<file path="config.mk">
export PLATFORM = sky130hd
export DESIGN_NAME = cfi_trace_verifier
export DESIGN_NICKNAME = d
export VERILOG_FILES = /design/src/rtl/cfi_trace_pkg.sv /design/src/rtl/cfi_ret_stack.sv /design/src/rtl/cfi_entry_match.sv /design/src/rtl/cfi_trace_verifier.sv
export SDC_FILE = /design/constraint.sdc
export NUM_CORES = 1
export LEC_CHECK = 0
export BUFFER_PORTS_ARGS = -buffer_cell sky130_fd_sc_hd__buf_2
export CAP_MARGIN = 20
export CORE_AREA = 4 4 107 109
export DETAILED_ROUTE_END_ITERATION = 8
export DIE_AREA = 0 0 111 113
export HOLD_SLACK_MARGIN = 0.12
export PLACE_DENSITY = 0.75
export SETUP_SLACK_MARGIN = 0.1
export SYNTH_ARGS = -nofsm -noshare
export SYNTH_HDL_FRONTEND = slang
export SYNTH_HIERARCHICAL = 1
export SYNTH_SLANG_ARGS = --single-unit
</file>
<file path="constraint.sdc">
create_clock -name clk -period 3.1 [get_ports clk]
set_clock_uncertainty 0.15 [all_clocks]
set_input_delay 0.93 -clock clk [delete_from_list [all_inputs] [get_ports clk]]
set_output_delay 0.93 -clock clk [all_outputs]
set_load 0.02 [all_outputs]
</file>
<file path="src/rtl/cfi_trace_pkg.sv">
// Shared types for the trace-driven control-flow verifier.
// Assumes the fixed 96-bit metadata word layout described in the brief.
package cfi_trace_pkg;

    localparam int ADDR_W  = 32;
    localparam int INSN_W  = 32;
    localparam int IDX_W   = 16;
    localparam int KIND_W  = 2;
    localparam int ENTRY_W = ADDR_W + INSN_W + 2 * IDX_W;

    typedef enum logic [KIND_W-1:0] {
        XFER_COND = 2'd0,
        XFER_JUMP = 2'd1,
        XFER_CALL = 2'd2,
        XFER_RET  = 2'd3
    } xfer_kind_e;

    typedef struct packed {
        logic [ADDR_W-1:0] addr;
        logic [INSN_W-1:0] insn;
        logic [IDX_W-1:0]  fld_a;
        logic [IDX_W-1:0]  fld_b;
    } meta_word_t;

    typedef enum logic [1:0] {
        VS_LOAD = 2'd0,
        VS_WAIT = 2'd1,
        VS_HALT = 2'd2
    } vstate_e;

endpackage

</file>
<file path="src/rtl/cfi_ret_stack.sv">
// LIFO of metadata indexes used to resolve return targets.
// Assumes DEPTH is a power of two; push and pop are never requested together.
// Callers must not push when full or pop when empty.
module cfi_ret_stack #(
    parameter int DEPTH = 4,
    parameter int WIDTH = 16
) (
    input  logic             clk,
    input  logic             rst_n,
    input  logic             push,
    input  logic             pop,
    input  logic [WIDTH-1:0] push_val,
    output logic [WIDTH-1:0] top_val,
    output logic             empty,
    output logic             full
);
    localparam int PW = (DEPTH > 1) ? $clog2(DEPTH) : 1;
    localparam int CW = $clog2(DEPTH + 1);

    logic [WIDTH-1:0] slots [DEPTH];
    logic [CW-1:0]    cnt;
    logic [PW-1:0]    top_ptr;
    logic [PW-1:0]    wr_ptr;

    // Pointers into the slot array derived from the fill count.
    always_comb begin
        top_ptr = PW'(cnt - 1'b1);
        wr_ptr  = PW'(cnt);
    end

    // Fill count tracks pushes and pops.
    always_ff @(posedge clk) begin
        if (!rst_n)
            cnt <= '0;
        else if (push)
            cnt <= cnt + 1'b1;
        else if (pop)
            cnt <= cnt - 1'b1;
    end

    // Slot storage is written only on push.
    always_ff @(posedge clk) begin
        if (push)
            slots[wr_ptr] <= push_val;
    end

    // Status and the value a return would resume at.
    always_comb begin
        empty   = (cnt == '0);
        full    = (cnt == CW'(DEPTH));
        top_val = slots[top_ptr];
    end

endmodule

</file>
<file path="src/rtl/cfi_entry_match.sv">
// Compares one trace event with the current metadata word and picks the
// successor index by transfer kind and outcome. Purely combinational.
// Assumes the stack status inputs reflect the state before this event.
module cfi_entry_match
    import cfi_trace_pkg::*;
(
    input  meta_word_t         word,
    input  logic [ADDR_W-1:0]  ev_addr,
    input  logic [INSN_W-1:0]  ev_insn,
    input  logic               ev_taken,
    input  logic [IDX_W-1:0]   stk_top,
    input  logic               stk_empty,
    input  logic               stk_full,
    output logic               fault,
    output logic [IDX_W-1:0]   nxt_idx,
    output logic               do_push,
    output logic               do_pop
);
    localparam int AIDX_W = IDX_W - KIND_W;

    xfer_kind_e        kind;
    logic [IDX_W-1:0]  a_idx;
    logic              mismatch;

    // Split field A into kind tag and zero-extended successor index.
    always_comb begin
        kind  = xfer_kind_e'(word.fld_a[IDX_W-1 -: KIND_W]);
        a_idx = {{KIND_W{1'b0}}, word.fld_a[AIDX_W-1:0]};
    end

    // Event identity check against the expected transfer instruction.
    always_comb begin
        mismatch = (ev_addr != word.addr) || (ev_insn != word.insn);
    end

    // Successor selection, stack requests and fault decision.
    always_comb begin
        nxt_idx = a_idx;
        do_push = 1'b0;
        do_pop  = 1'b0;
        fault   = mismatch;
        unique case (kind)
            XFER_COND: nxt_idx = ev_taken ? a_idx : word.fld_b;
            XFER_JUMP: nxt_idx = a_idx;
            XFER_CALL: begin
                nxt_idx = a_idx;
                do_push = !mismatch && !stk_full;
                fault   = mismatch || stk_full;
            end
            XFER_RET: begin
                nxt_idx = stk_top;
                do_pop  = !mismatch && !stk_empty;
                fault   = mismatch || stk_empty;
            end
        endcase
    end

endmodule

</file>
<file path="src/rtl/cfi_trace_verifier.sv">
// Top of the trace-driven control-flow verifier. Walks an external metadata
// RAM (one-cycle read latency) one transfer event at a time and raises a
// sticky alarm on the first event that the table does not allow.
// Assumes the RAM content is stable while the verifier runs.
module cfi_trace_verifier
    import cfi_trace_pkg::*;
#(
    parameter int STACK_DEPTH = 4
) (
    input  logic                clk,
    input  logic                rst_n,
    input  logic                ev_valid,
    output logic                ev_ready,
    input  logic [ADDR_W-1:0]   ev_addr,
    input  logic [INSN_W-1:0]   ev_insn,
    input  logic                ev_taken,
    output logic [IDX_W-1:0]    meta_raddr,
    input  logic [ENTRY_W-1:0]  meta_rdata,
    output logic                alarm
);
    vstate_e           state;
    logic [IDX_W-1:0]  cur_idx;
    logic              alarm_q;
    meta_word_t        word;
    logic              accept;
    logic              fault;
    logic [IDX_W-1:0]  nxt_idx;
    logic              want_push;
    logic              want_pop;
    logic [IDX_W-1:0]  stk_top;
    logic              stk_empty;
    logic              stk_full;

    // Handshake: ready only while the read data for cur_idx is valid.
    always_comb begin
        word     = meta_word_t'(meta_rdata);
        ev_ready = (state == VS_WAIT);
        accept   = ev_valid && ev_ready;
    end

    cfi_entry_match u_match (
        .word      (word),
        .ev_addr   (ev_addr),
        .ev_insn   (ev_insn),
        .ev_taken  (ev_taken),
        .stk_top   (stk_top),
        .stk_empty (stk_empty),
        .stk_full  (stk_full),
        .fault     (fault),
        .nxt_idx   (nxt_idx),
        .do_push   (want_push),
        .do_pop    (want_pop)
    );

    cfi_ret_stack #(
        .DEPTH (STACK_DEPTH),
        .WIDTH (IDX_W)
    ) u_stack (
        .clk      (clk),
        .rst_n    (rst_n),
        .push     (accept && want_push),
        .pop      (accept && want_pop),
        .push_val (word.fld_b),
        .top_val  (stk_top),
        .empty    (stk_empty),
        .full     (stk_full)
    );

    // Walk state: read gap after each acceptance, halt on the first fault.
    always_ff @(posedge clk) begin
        if (!rst_n) begin
            state   <= VS_LOAD;
            cur_idx <= '0;
            alarm_q <= 1'b0;
        end else begin
            unique case (state)
                VS_LOAD: state <= VS_WAIT;
                VS_WAIT: begin
                    if (accept) begin
                        if (fault) begin
                            alarm_q <= 1'b1;
                            state   <= VS_HALT;
                        end else begin
                            cur_idx <= nxt_idx;
                            state   <= VS_LOAD;
                        end
                    end
                end
                VS_HALT: state <= VS_HALT;
                default: state <= VS_HALT;
            endcase
        end
    end

    // Outputs driven straight from state.
    always_comb begin
        meta_raddr = cur_idx;
        alarm      = alarm_q;
    end

endmodule

</file>
==> metrics.txt, run 1 <==
yosys warns=6; critical path depth=9; status=finished clean; power share of the combinational group=0.148; Critical Path AT=between 2 and 3 ns; worst-path fanout max=16; Primary FF master, synth=edfxtp_1; Power Internal=1.72 mW; cells on worst reg2reg path=7; average size of a mapped cell=13.2 um^2; final worst-path cycle share=0.944; CTS tree=built; hold depth=2; Die ar.=roughly 13000 um^2; final hold violation count=0; CTS clk-pin slew, worst paths=approximately 0.09 ns; GRT overflow=0; GRT Total Usage=0.197; relative slew slack=0.535; RSZ-0062 raised after global routing=true; mux cell area share after synthesis=0.154; Placer Congestion=around 1; DRC Markers=0; CP Capture Type=flop; CP Cell Sequence=buf_2 -> xnor2_2 -> nand4_1 -> nor4_4 -> nand4_1 -> nor3b_2 -> and3_4 -> and2_2 -> buf_12; Post-Synthesis Cells=about 350; Buf/Inv on CP=2; sequential power share=0.539; Vias/cell=around 5.2; # clock sinks=between 80 and 90; remaining antenna violation count=0; IO Count=182; final wirelength=~12000 um; cell area after layout=about 6000 um^2; max incr delay on CP=0.37 ns; H-tree level count=3; critical path type=in -> reg; Sw Ratio=0.253; fmax=342 MHz; cell repeated most along the worst path=nand4_1; Synth area leader=edfxtp_1; Clock Power Share=0.314; post-synthesis simple-gate area fraction=0.0932; Layout area overhead=31.8%; Die Span Y=approximately 110 um; Least-Margin Pin Slew=about 0.7 ns; largest net degree at the start of global routing=38; Synth Area in Compound Gates=0.0543; Static Leak=2.38 nW; #FFs+latches synth=86; clk buf depth=2; via count=between 3000 and 4000; Port Buf Inserts=roughly 180; main area contributors after synthesis=edfxtp_1, xnor2_1, dfxtp_1, mux2i_1, mux4_1; Final Net Count=slightly above 700; Adder-Cell Fraction of Synth Area=0.0247; TritonCTS buffer count=9; Worst Setup Slack, final=about 0.17 ns; synth unique cells=35; DIE WIDTH=between 100 and 150 um; wire length per cell=between 15 and 20 um; initial antenna violation count=1; Synth top area share=0.421; hpwl dp=between 9000 and 10000 um; Worst-Skew Late Latency=0.35 ns; HP Start=meta_raddr[10]$_SDFFE_PN0P_; Max Transition Viols Final=0; NetSw=between 500 and 600 uW; CTS Hold Buffers Added=0; crit-path leading delay family=simple AND/OR/NAND/NOR gates; synthesized net count=520; post-synthesis xor/xnor area fraction=0.125; row cnt=38; Peak VDD IR=roughly 0.29 mV; Initial Utilization=0.430; CP max stage cell=nor4_4; layout cell share with drive strength beyond 1=0.440; crit start category=input port; global-route wire length before repair=19600 um; core area=around 11000 um^2; Reg2Reg Launch Point=u_stack/cnt[1]$_SDFFE_PN0P_; Seq/Total Area, Yosys=0.518; Root Buffer=clkbuf_8; Max Cap Viol=0; Setup violations, final=0; DR iter-0 viols=228; PD cells=~380 nW/um^2; largest family of logic cells by synthesized area=multiplexers; Cell Area, Placed=approximately 5700 um^2; vias in the first global route=roughly 3800; Hold Path Class=reg -> reg; mapped cell area=between 4000 and 5000 um^2; EDFF count, synth=64; CP Launch Point=meta_rdata[89]; ys async rst share=0; final core utilization=0.567; dpl ws=-0.298 ns; final worst path period need=2.93 ns; drt pass-1 iters=4; critical path data required time=about 3.0 ns
stage by stage:
stage	setup TNS, ns	hold slack, ns	std cells	power, mW
after global routing	0	0.329	682	2.40
after floorplan	0	0.285	347	1.42
final	0	0.309	682	2.30
after CTS	0	0.311	679	2.30
after detailed placement	-22.15	0.296	662	1.59
after global placement	-16.36	0.292	662	1.58
worst reg2reg max path, delay by kind of cell, from the launching register on:
family,cells,cell delay (ns)
fa+ha+maj,1,0.75
mux,2,0.48
flops,1,0.42
compound gates,2,0.42
buf+inv,1,0.11
simple gates,1,0.10
placed cells by master, fill, tap and decap left out, types with 2 or more instances in the layout:
master / instances
a21oi_1: 14
a221oi_1: 14
a22o_1: 2
and2_1: 2
and2_2: 2
and2_4: 2
buf_12: 5
buf_2: 179
buf_4: 8
buf_6: 2
clkbuf_16: 2
clkbuf_8: 9
dfxtp_1: 22
edfxtp_1: 64
ha_1: 9
inv_1: 6
inv_4: 2
inv_6: 2
mux2i_1: 30
mux4_1: 8
mux4_2: 8
nand2_1: 37
nand4_1: 17
nor2_1: 4
nor2b_1: 4
nor3b_1: 2
nor4_1: 2
xnor2_1: 58
xnor2_2: 7
flip-flops by register name, summed over array words and instances (netlist names):
| register | count |
|---|---|
| state | 2 |
| u_stack/cnt | 3 |
| u_stack/slots | 64 |
| meta_raddr | 16 |
| alarm | 1 |
power by group through the flow:
stage	combinational, mW	clock (mW)	sequential, mW
finish	0.340	0.721	1.24
global route	0.371	0.792	1.24
CTS	0.327	0.738	1.24
detailed placement	0.324	0	1.26
global placement	0.313	0	1.26
floorplan	0.155	0	1.27
final cells by class:
type | count | area (um^2)
well taps | 140 | 175
clock buffers | 9 | 124
inverters | 6 | 22.5
fillers | 846 | 4590
repair buffers | 196 | 1130
diodes | 1 | 2.50
clock inverters | 7 | 55.1
flip-flops and latches | 86 | 2360
multi-input cells | 237 | 2150
synth_stat cells, types with 2 or more instances:
| cell type | number |
|---|---|
| a21oi_1 | 14 |
| a221oi_1 | 14 |
| a22o_1 | 2 |
| and2_1 | 6 |
| and3_1 | 2 |
| buf_12 | 2 |
| buf_2 | 5 |
| buf_6 | 2 |
| clkbuf_1 | 8 |
| dfxtp_1 | 22 |
| edfxtp_1 | 64 |
| ha_1 | 9 |
| inv_1 | 6 |
| mux2i_1 | 30 |
| mux4_1 | 8 |
| mux4_2 | 8 |
| nand2_1 | 37 |
| nand4_1 | 17 |
| nor2_1 | 4 |
| nor2b_1 | 4 |
| nor3b_1 | 3 |
| nor4_1 | 3 |
| xnor2_1 | 65 |
logic make-up after synthesis:
family	after synthesis
flops	86
simple gates	81
xor+xnor	65
mux	47
compound gates	35
buf+inv	24
fa+ha+maj	9
per-layer routing:
metal / part of all wire / track usage / routed length [um]
met1: 0.40 / 0.236 / 5000
met2: 0.51 / 0.356 / 6340
met5: 0 / 0 / 0
met4: 0.023 / 0.0706 / 284
met3: 0.064 / 0.0364 / 793
repair_timing:
action,4_1_cts,5_1_grt
resized for setup,2,16
endpoints found under the setup margin,65,83
setup buffers,1,0
pin swaps,2,12
gates cloned,0,2
path summary, 6_finish.rpt:
check,endpoint,slack (ns)
min reg2reg,meta_raddr[10]$_SDFFE_PN0P_,0.31
min,meta_raddr[10]$_SDFFE_PN0P_,0.31
max,u_stack/slots[1][0]$_DFFE_PP_,0.17
max reg2reg,meta_raddr[1]$_SDFFE_PN0P_,0.59
Note: power is estimated with default switching activity, not from simulation.
==> run 2, diff against run 1 <==
==> constraint.sdc (replaced) <==
create_clock -name clk -period 3.1 [get_ports clk]
set_clock_uncertainty 0.15 [all_clocks]
set_input_delay 0.31 -clock clk [delete_from_list [all_inputs] [get_ports clk]]
set_output_delay 0.31 -clock clk [all_outputs]
set_load 0.02 [all_outputs]
==> metrics.txt, run 2 (synthesized netlist as in run 1, its figures left out) <==
status=finished clean (unchanged); final wirelength=11900 um (was 12400 um); PD cells=392 nW/um^2 (was 382 nW/um^2); dpl ws=0.282 ns (was -0.298 ns); vias in the first global route=3734 (was 3776); CTS clk-pin slew, worst paths=0.09 ns (about the same); most frequent cells in the layout=buf_2, xnor2_1, edfxtp_1 (was buf_2, edfxtp_1, xnor2_1); critical path type=reg -> reg (was in -> reg); largest net degree at the start of global routing=38 (unchanged); GRT Total Usage=0.190 (was 0.197); wire length per cell=17.3 um (was 18.2 um); max incr delay on CP=0.77 ns (was 0.37 ns); Peak VDD IR=0.273 mV (was 0.286 mV); final worst path period need=2.54 ns (was 2.93 ns); Final Net Count=719 (was 709); Layout area overhead=30.8% (was 31.8%); CTS resizes=0 (was 2); cell area after layout=5970 um^2 (was 6020 um^2); Initial Utilization=0.430 (unchanged); hpwl dp=9230 um (was 9580 um); final setup TNS=0 ns (unchanged); Hold Path Class=in -> reg (was reg -> reg); Static Leak=2.33 nW (was 2.38 nW); clk buf depth=2 (unchanged); CP Cell Sequence=inv_1 -> ha_1 -> mux4_1 -> a221oi_1 -> a21oi_1 -> nand2_1 -> mux2i_1 (was buf_2 -> xnor2_2 -> nand4_1 -> nor4_4 -> nand4_1 -> nor3b_2 -> and3_4 -> and2_2 -> buf_12); CTS Hold Buffers Added=17 (was 0); final worst-path cycle share=0.820 (was 0.944); critical path data required time=3.19 ns (was 3.01 ns); Worst-Skew Late Latency=0.34 ns (was 0.35 ns); CTS tree=built (unchanged); IO Count=182 (unchanged); Cells after DPL=658 (was 662); Die Span Y=113 um (unchanged); post-CTS setup buffers=0 (was 1); drt pass-1 iters=4 (unchanged); CP Capture Type=flop (unchanged); # clock sinks=86 (unchanged); Die ar.=12500 um^2 (unchanged); Total Power=2.34 mW (was 2.30 mW); HP Start=meta_rdata[22] (was meta_raddr[10]$_SDFFE_PN0P_); hold slack=0.229 ns (was 0.309 ns); DRC Markers=0 (unchanged); Post-Layout Cell Count=691 (was 682); via count=3552 (was 3549); worst-path fanout max=18 (was 16); Placer Congestion=0.976 (was 0.995); fmax=393 MHz (was 342 MHz); CP max stage cell=ha_1 (was nor4_4); max reg flops=64 (unchanged); Critical Path AT=2.63 ns (was 2.84 ns); most common cell after layout, fill and taps aside=buf_2 (unchanged); final hold violation count=0 (unchanged); Vias/cell=5.14 (was 5.20); DIE WIDTH=111 um (unchanged); core area=10600 um^2 (unchanged); cells on worst reg2reg path=7 (unchanged); final core utilization=0.563 (was 0.567); initial antenna violation count=0 (was 1); DR iter-0 viols=202 (was 228); TritonCTS buffer count=9 (unchanged); remaining antenna violation count=0 (unchanged); crit start category=flop (was input port); global-route wire length before repair=18800 um (was 19600 um); Hold Crit Endpoint=meta_raddr[6]$_SDFFE_PN0P_ (was meta_raddr[10]$_SDFFE_PN0P_); reg2reg setup slack=0.56 ns (was 0.59 ns); Worst Setup Slack, final=0.559 ns (was 0.172 ns); RSZ-0062 raised after global routing=false (was true); GRT overflow=0 (unchanged); Least-Margin Pin Slew=0.725 ns (was 0.697 ns); Reg2Reg Launch Point=u_stack/cnt[1]$_SDFFE_PN0P_ (unchanged); Setup violations, final=0 (unchanged); Root Buffer=clkbuf_8 (unchanged); Max Cap Viol=0 (unchanged); FF-to-FF End=meta_raddr[13]$_SDFFE_PN0P_ (was meta_raddr[1]$_SDFFE_PN0P_); Cell Area, Placed=5610 um^2 (was 5680 um^2); layout cell share with drive strength beyond 1=0.387 (was 0.440); H-tree level count=3 (unchanged); hold depth=4 (was 2); Max Transition Viols Final=0 (unchanged); Most flops, register=u_stack/slots (unchanged); row cnt=38 (unchanged); Port Buf Inserts=181 (unchanged); relative slew slack=0.516 (was 0.535); n_diodes=0 (was 1)
run 2: cell types whose count changed in the layout (fill, tap and decap cells not counted), moves of 3 or more:
cell / before / now
and2_1: 2 / 6
buf_12: 5 / 2
clkbuf_1: 0 / 3
dlygate4sd3_1: 0 / 17
xnor2_1: 58 / 65
xnor2_2: 7 / 0
run 2: how the worst max path moves through the flow:
| stage | start | to |
|---|---|---|
| 3_3_place_gp | meta_rdata[51] | u_stack/slots[0][12]$_DFFE_PP_ |
| 5_1_grt | u_stack/cnt[1]$_SDFFE_PN0P_ | meta_raddr[12]$_SDFFE_PN0P_ |
| 4_1_cts | u_stack/cnt[1]$_SDFFE_PN0P_ | meta_raddr[13]$_SDFFE_PN0P_ |
| 2_1_floorplan | u_stack/cnt[0]$_SDFFE_PN0P_ | u_stack/slots[2][0]$_DFFE_PP_ |
| 3_5_place_dp | meta_rdata[87] | u_stack/slots[2][8]$_DFFE_PP_ |
| 6_report | u_stack/cnt[1]$_SDFFE_PN0P_ | meta_raddr[13]$_SDFFE_PN0P_ |
run 2: power breakdown:
group	internal, mW	leakage, nW	switching [mW]
Sequential	1.24	0.753	0.00279
Combinational	0.184	1.48	0.159
Clock	0.396	0.0942	0.362
Total	1.82	2.33	0.524
run 2: layout make-up:
| class | instances | area, um^2 |
|---|---|---|
| clock buffers | 13 | 149 |
| clock inverters | 3 | 43.8 |
| fillers | 860 | 4630 |
| inverters | 6 | 22.5 |
| multi-input cells | 237 | 2060 |
| flip-flops and latches | 86 | 2360 |
| well taps | 140 | 175 |
| repair buffers | 206 | 1160 |
run 2: critical path: cells and delay by family, from the launching register on:
family                     cells  cell delay, ns
DFF                            1            0.41
AOI/OAI and AO/OA              2            0.42
buffers and inverters          1            0.10
adders and majority gates      1            0.77
and+or+nand+nor                1            0.11
muxes                          2            0.50
run 2: per-layer routing:
metal | GRT usage | up-vias | part of all wire
met5 | 0 | - | 0
met4 | 0.0714 | 0 | 0.024
met3 | 0.0348 | 20 | 0.055
met2 | 0.337 | 142 | 0.50
met1 | 0.232 | 1694 | 0.42
li1 | - | 1696 | -
==> run 3, diff against run 2 <==
Settings changed: CORE_AREA 4 4 107 109 to 4 4 102 104, DIE_AREA 0 0 111 113 to 0 0 106 108, PLACE_DENSITY 0.75 to 0.78.
Clock period 3.1 ns to 2.4 ns, I/O delays scaled along.
==> metrics.txt, run 3 (synthesized netlist as in run 1, its figures left out) <==
Peak VDD IR=0.415 mV (was 0.273 mV); Hold Path Class=in -> reg (unchanged); grt peak-use layer=met2 (unchanged); Layout area overhead=35.6% (was 30.8%); Critical Path AT=2.43 ns (was 2.63 ns); CP Capture Type=flop (unchanged); PD cells=482 nW/um^2 (was 392 nW/um^2); core area=9550 um^2 (was 10600 um^2); # fillers=727 (was 860); layout cell share with drive strength beyond 1=0.431 (was 0.387); most common cell after layout, fill and taps aside=buf_2 (unchanged); max reg flops=64 (unchanged); DRC Markers=0 (unchanged); global-route wire length before repair=19400 um (was 18800 um); Die Span Y=108 um (was 113 um); dpl ws=-0.408 ns (was 0.282 ns); final wirelength=13100 um (was 11900 um); Worst Setup Slack, final=0.0999 ns (was 0.559 ns); remaining antenna violation count=0 (unchanged); via count=3620 (was 3552); Placer Congestion=0.881 (was 0.976); status=finished clean (unchanged); CTS tree=built (unchanged); wire length per cell=18.9 um (was 17.3 um); final hold violation count=0 (unchanged); Most flops, register=u_stack/slots (unchanged); critical path data required time=2.53 ns (was 3.19 ns); Vias/cell=5.20 (was 5.14); critical path type=in -> reg (was reg -> reg); Root Buffer=clkbuf_8 (unchanged); reg2reg setup slack=0.19 ns (was 0.56 ns); GRT met2 Usage=0.409 (was 0.337); Power Internal=2.23 mW (was 1.82 mW); met1 Use GR=0.255 (was 0.232); # clock sinks=86 (unchanged); Port Buf Inserts=181 (unchanged); Worst-Skew Late Latency=0.35 ns (was 0.34 ns); IO Count=182 (unchanged); initial antenna violation count=5 (was 0); GRT overflow=0 (unchanged); drt pass-1 iters=5 (was 4); worst-path fanout max=8 (was 18); CTS clk-pin slew, worst paths=0.09 ns (about the same); hpwl dp=9850 um (was 9230 um); Clock Power Share=0.307 (was 0.324); power share of the combinational group=0.157 (was 0.147); NetSw=752 uW (was 524 uW); RSZ-0062 raised after global routing=true (was false); GRT Total Usage=0.224 (was 0.190); fmax=approximately 430 MHz; sequential power share=0.536 (was 0.529); final worst path period need=2.30 ns; vias in the first global route=3776 (was 3734); Die ar.=11400 um^2 (was 12500 um^2); crit start category=input port (was flop); Max Cap Viol=0 (unchanged); TritonCTS buffer count=9 (unchanged); DR iter-0 viols=182 (was 202); Setup violations, final=0 (unchanged); Final Net Count=727 (was 719); Sw Ratio=0.252 (was 0.224); cell area after layout=6190 um^2 (was 5970 um^2); Cell Area, Placed=5690 um^2 (was 5610 um^2); row cnt=36 (was 38); most frequent cells in the layout=buf_2, edfxtp_1, xnor2_1 (was buf_2, xnor2_1, edfxtp_1); clk buf depth=2 (unchanged); relative slew slack=0.596 (was 0.516); Max Transition Viols Final=0 (unchanged); hold depth=4 (unchanged); DIE WIDTH=106 um (was 111 um); Static Leak=2.43 nW (was 2.33 nW); Initial Utilization=0.478 (was 0.430); H-tree level count=3 (unchanged); met3 usage=0.0490 (was 0.0348); largest net degree at the start of global routing=38 (unchanged); final worst-path cycle share=0.958; Least-Margin Pin Slew=0.606 ns (was 0.725 ns); cells on worst reg2reg path=9 (was 7); hold slack=0.159 ns (was 0.229 ns)
run 3: changes by cell type in the layout (fill, tap and decap cells not counted), moves of 3 or more:
| cell | before | now |
|---|---|---|
| buf_4 | 6 | 9 |
| buf_12 | 2 | 5 |
| diode_2 | 0 | 4 |
| xnor2_2 | 0 | 8 |
| buf_6 | 0 | 6 |
| inv_6 | 0 | 3 |
| xnor2_1 | 65 | 57 |
| buf_2 | 181 | 176 |
| clkbuf_1 | 3 | 0 |
| and2_2 | 0 | 4 |
| and2_1 | 6 | 2 |
run 3: metrics by stage:
step	total power, mW	setup TNS (ns)	utilization	instances
5_1_grt	3.13	0	0.648	696
3_3_place_gp	2.04	-27.28	0.596	657
2_1_floorplan	1.84	0	-	347
4_1_cts	2.99	0	0.633	690
6_report	2.99	0	0.648	696
3_5_place_dp	2.06	-31.19	0.596	657
run 3: area by class of cell:
cell class                      count  area (um^2)  area share
Sequential cell                    86         2360       0.382
Clock buffer                        9          124      0.0200
Tap cell                          133          166      0.0269
Multi-Input combinational cell    237         2140       0.345
Inverter                            6         22.5     0.00364
Timing Repair Buffer              214         1310       0.212
Antenna cell                        4         10.0     0.00162
Clock inverter                      7         55.1     0.00889
run 3: power groups by stage:
stage	Combinational, mW	Clock, mW	Sequential (mW)
final	0.470	0.916	1.60
after detailed placement	0.421	0	1.63
after global routing	0.511	1.01	1.60
after floorplan	0.200	0	1.64
after CTS	0.446	0.939	1.60
after global placement	0.410	0	1.63
run 3: repair_timing:
item	CTS	global route
gates cloned	0	1
setup endpoints to repair	81	82
hold buffers	17	0
hold endpoints to repair	67	0
pin swaps	0	5
resized for setup	2	17
buffers inserted	0	1
run 3: critical path: stages:
cell       delay, ns
buf_2           0.12
xnor2_2         0.16
nand4_1         0.13
nor4_2          0.34
buf_4           0.16
nand4_1         0.15
buf_4           0.19
a211o_1         0.24
and4bb_4        0.35
clkbuf_16       0.17
mux2i_1         0.17
run 3: metal layers:
| metal | part of all wire | up-vias |
|---|---|---|
| met2 | 0.53 | 172 |
| met3 | 0.069 | 25 |
| met1 | 0.37 | 1701 |
| li1 | - | 1720 |
| met5 | 0.00084 | - |
| met4 | 0.025 | 2 |
run 3: final timing paths:
| path | from | endpoint |
|---|---|---|
| min reg2reg | meta_raddr[12]$_SDFFE_PN0P_ | meta_raddr[12]$_SDFFE_PN0P_ |
| min | meta_rdata[22] | meta_raddr[6]$_SDFFE_PN0P_ |
| max | meta_rdata[79] | meta_raddr[3]$_SDFFE_PN0P_ |
| max reg2reg | u_stack/cnt[1]$_SDFFE_PN0P_ | meta_raddr[3]$_SDFFE_PN0P_ |
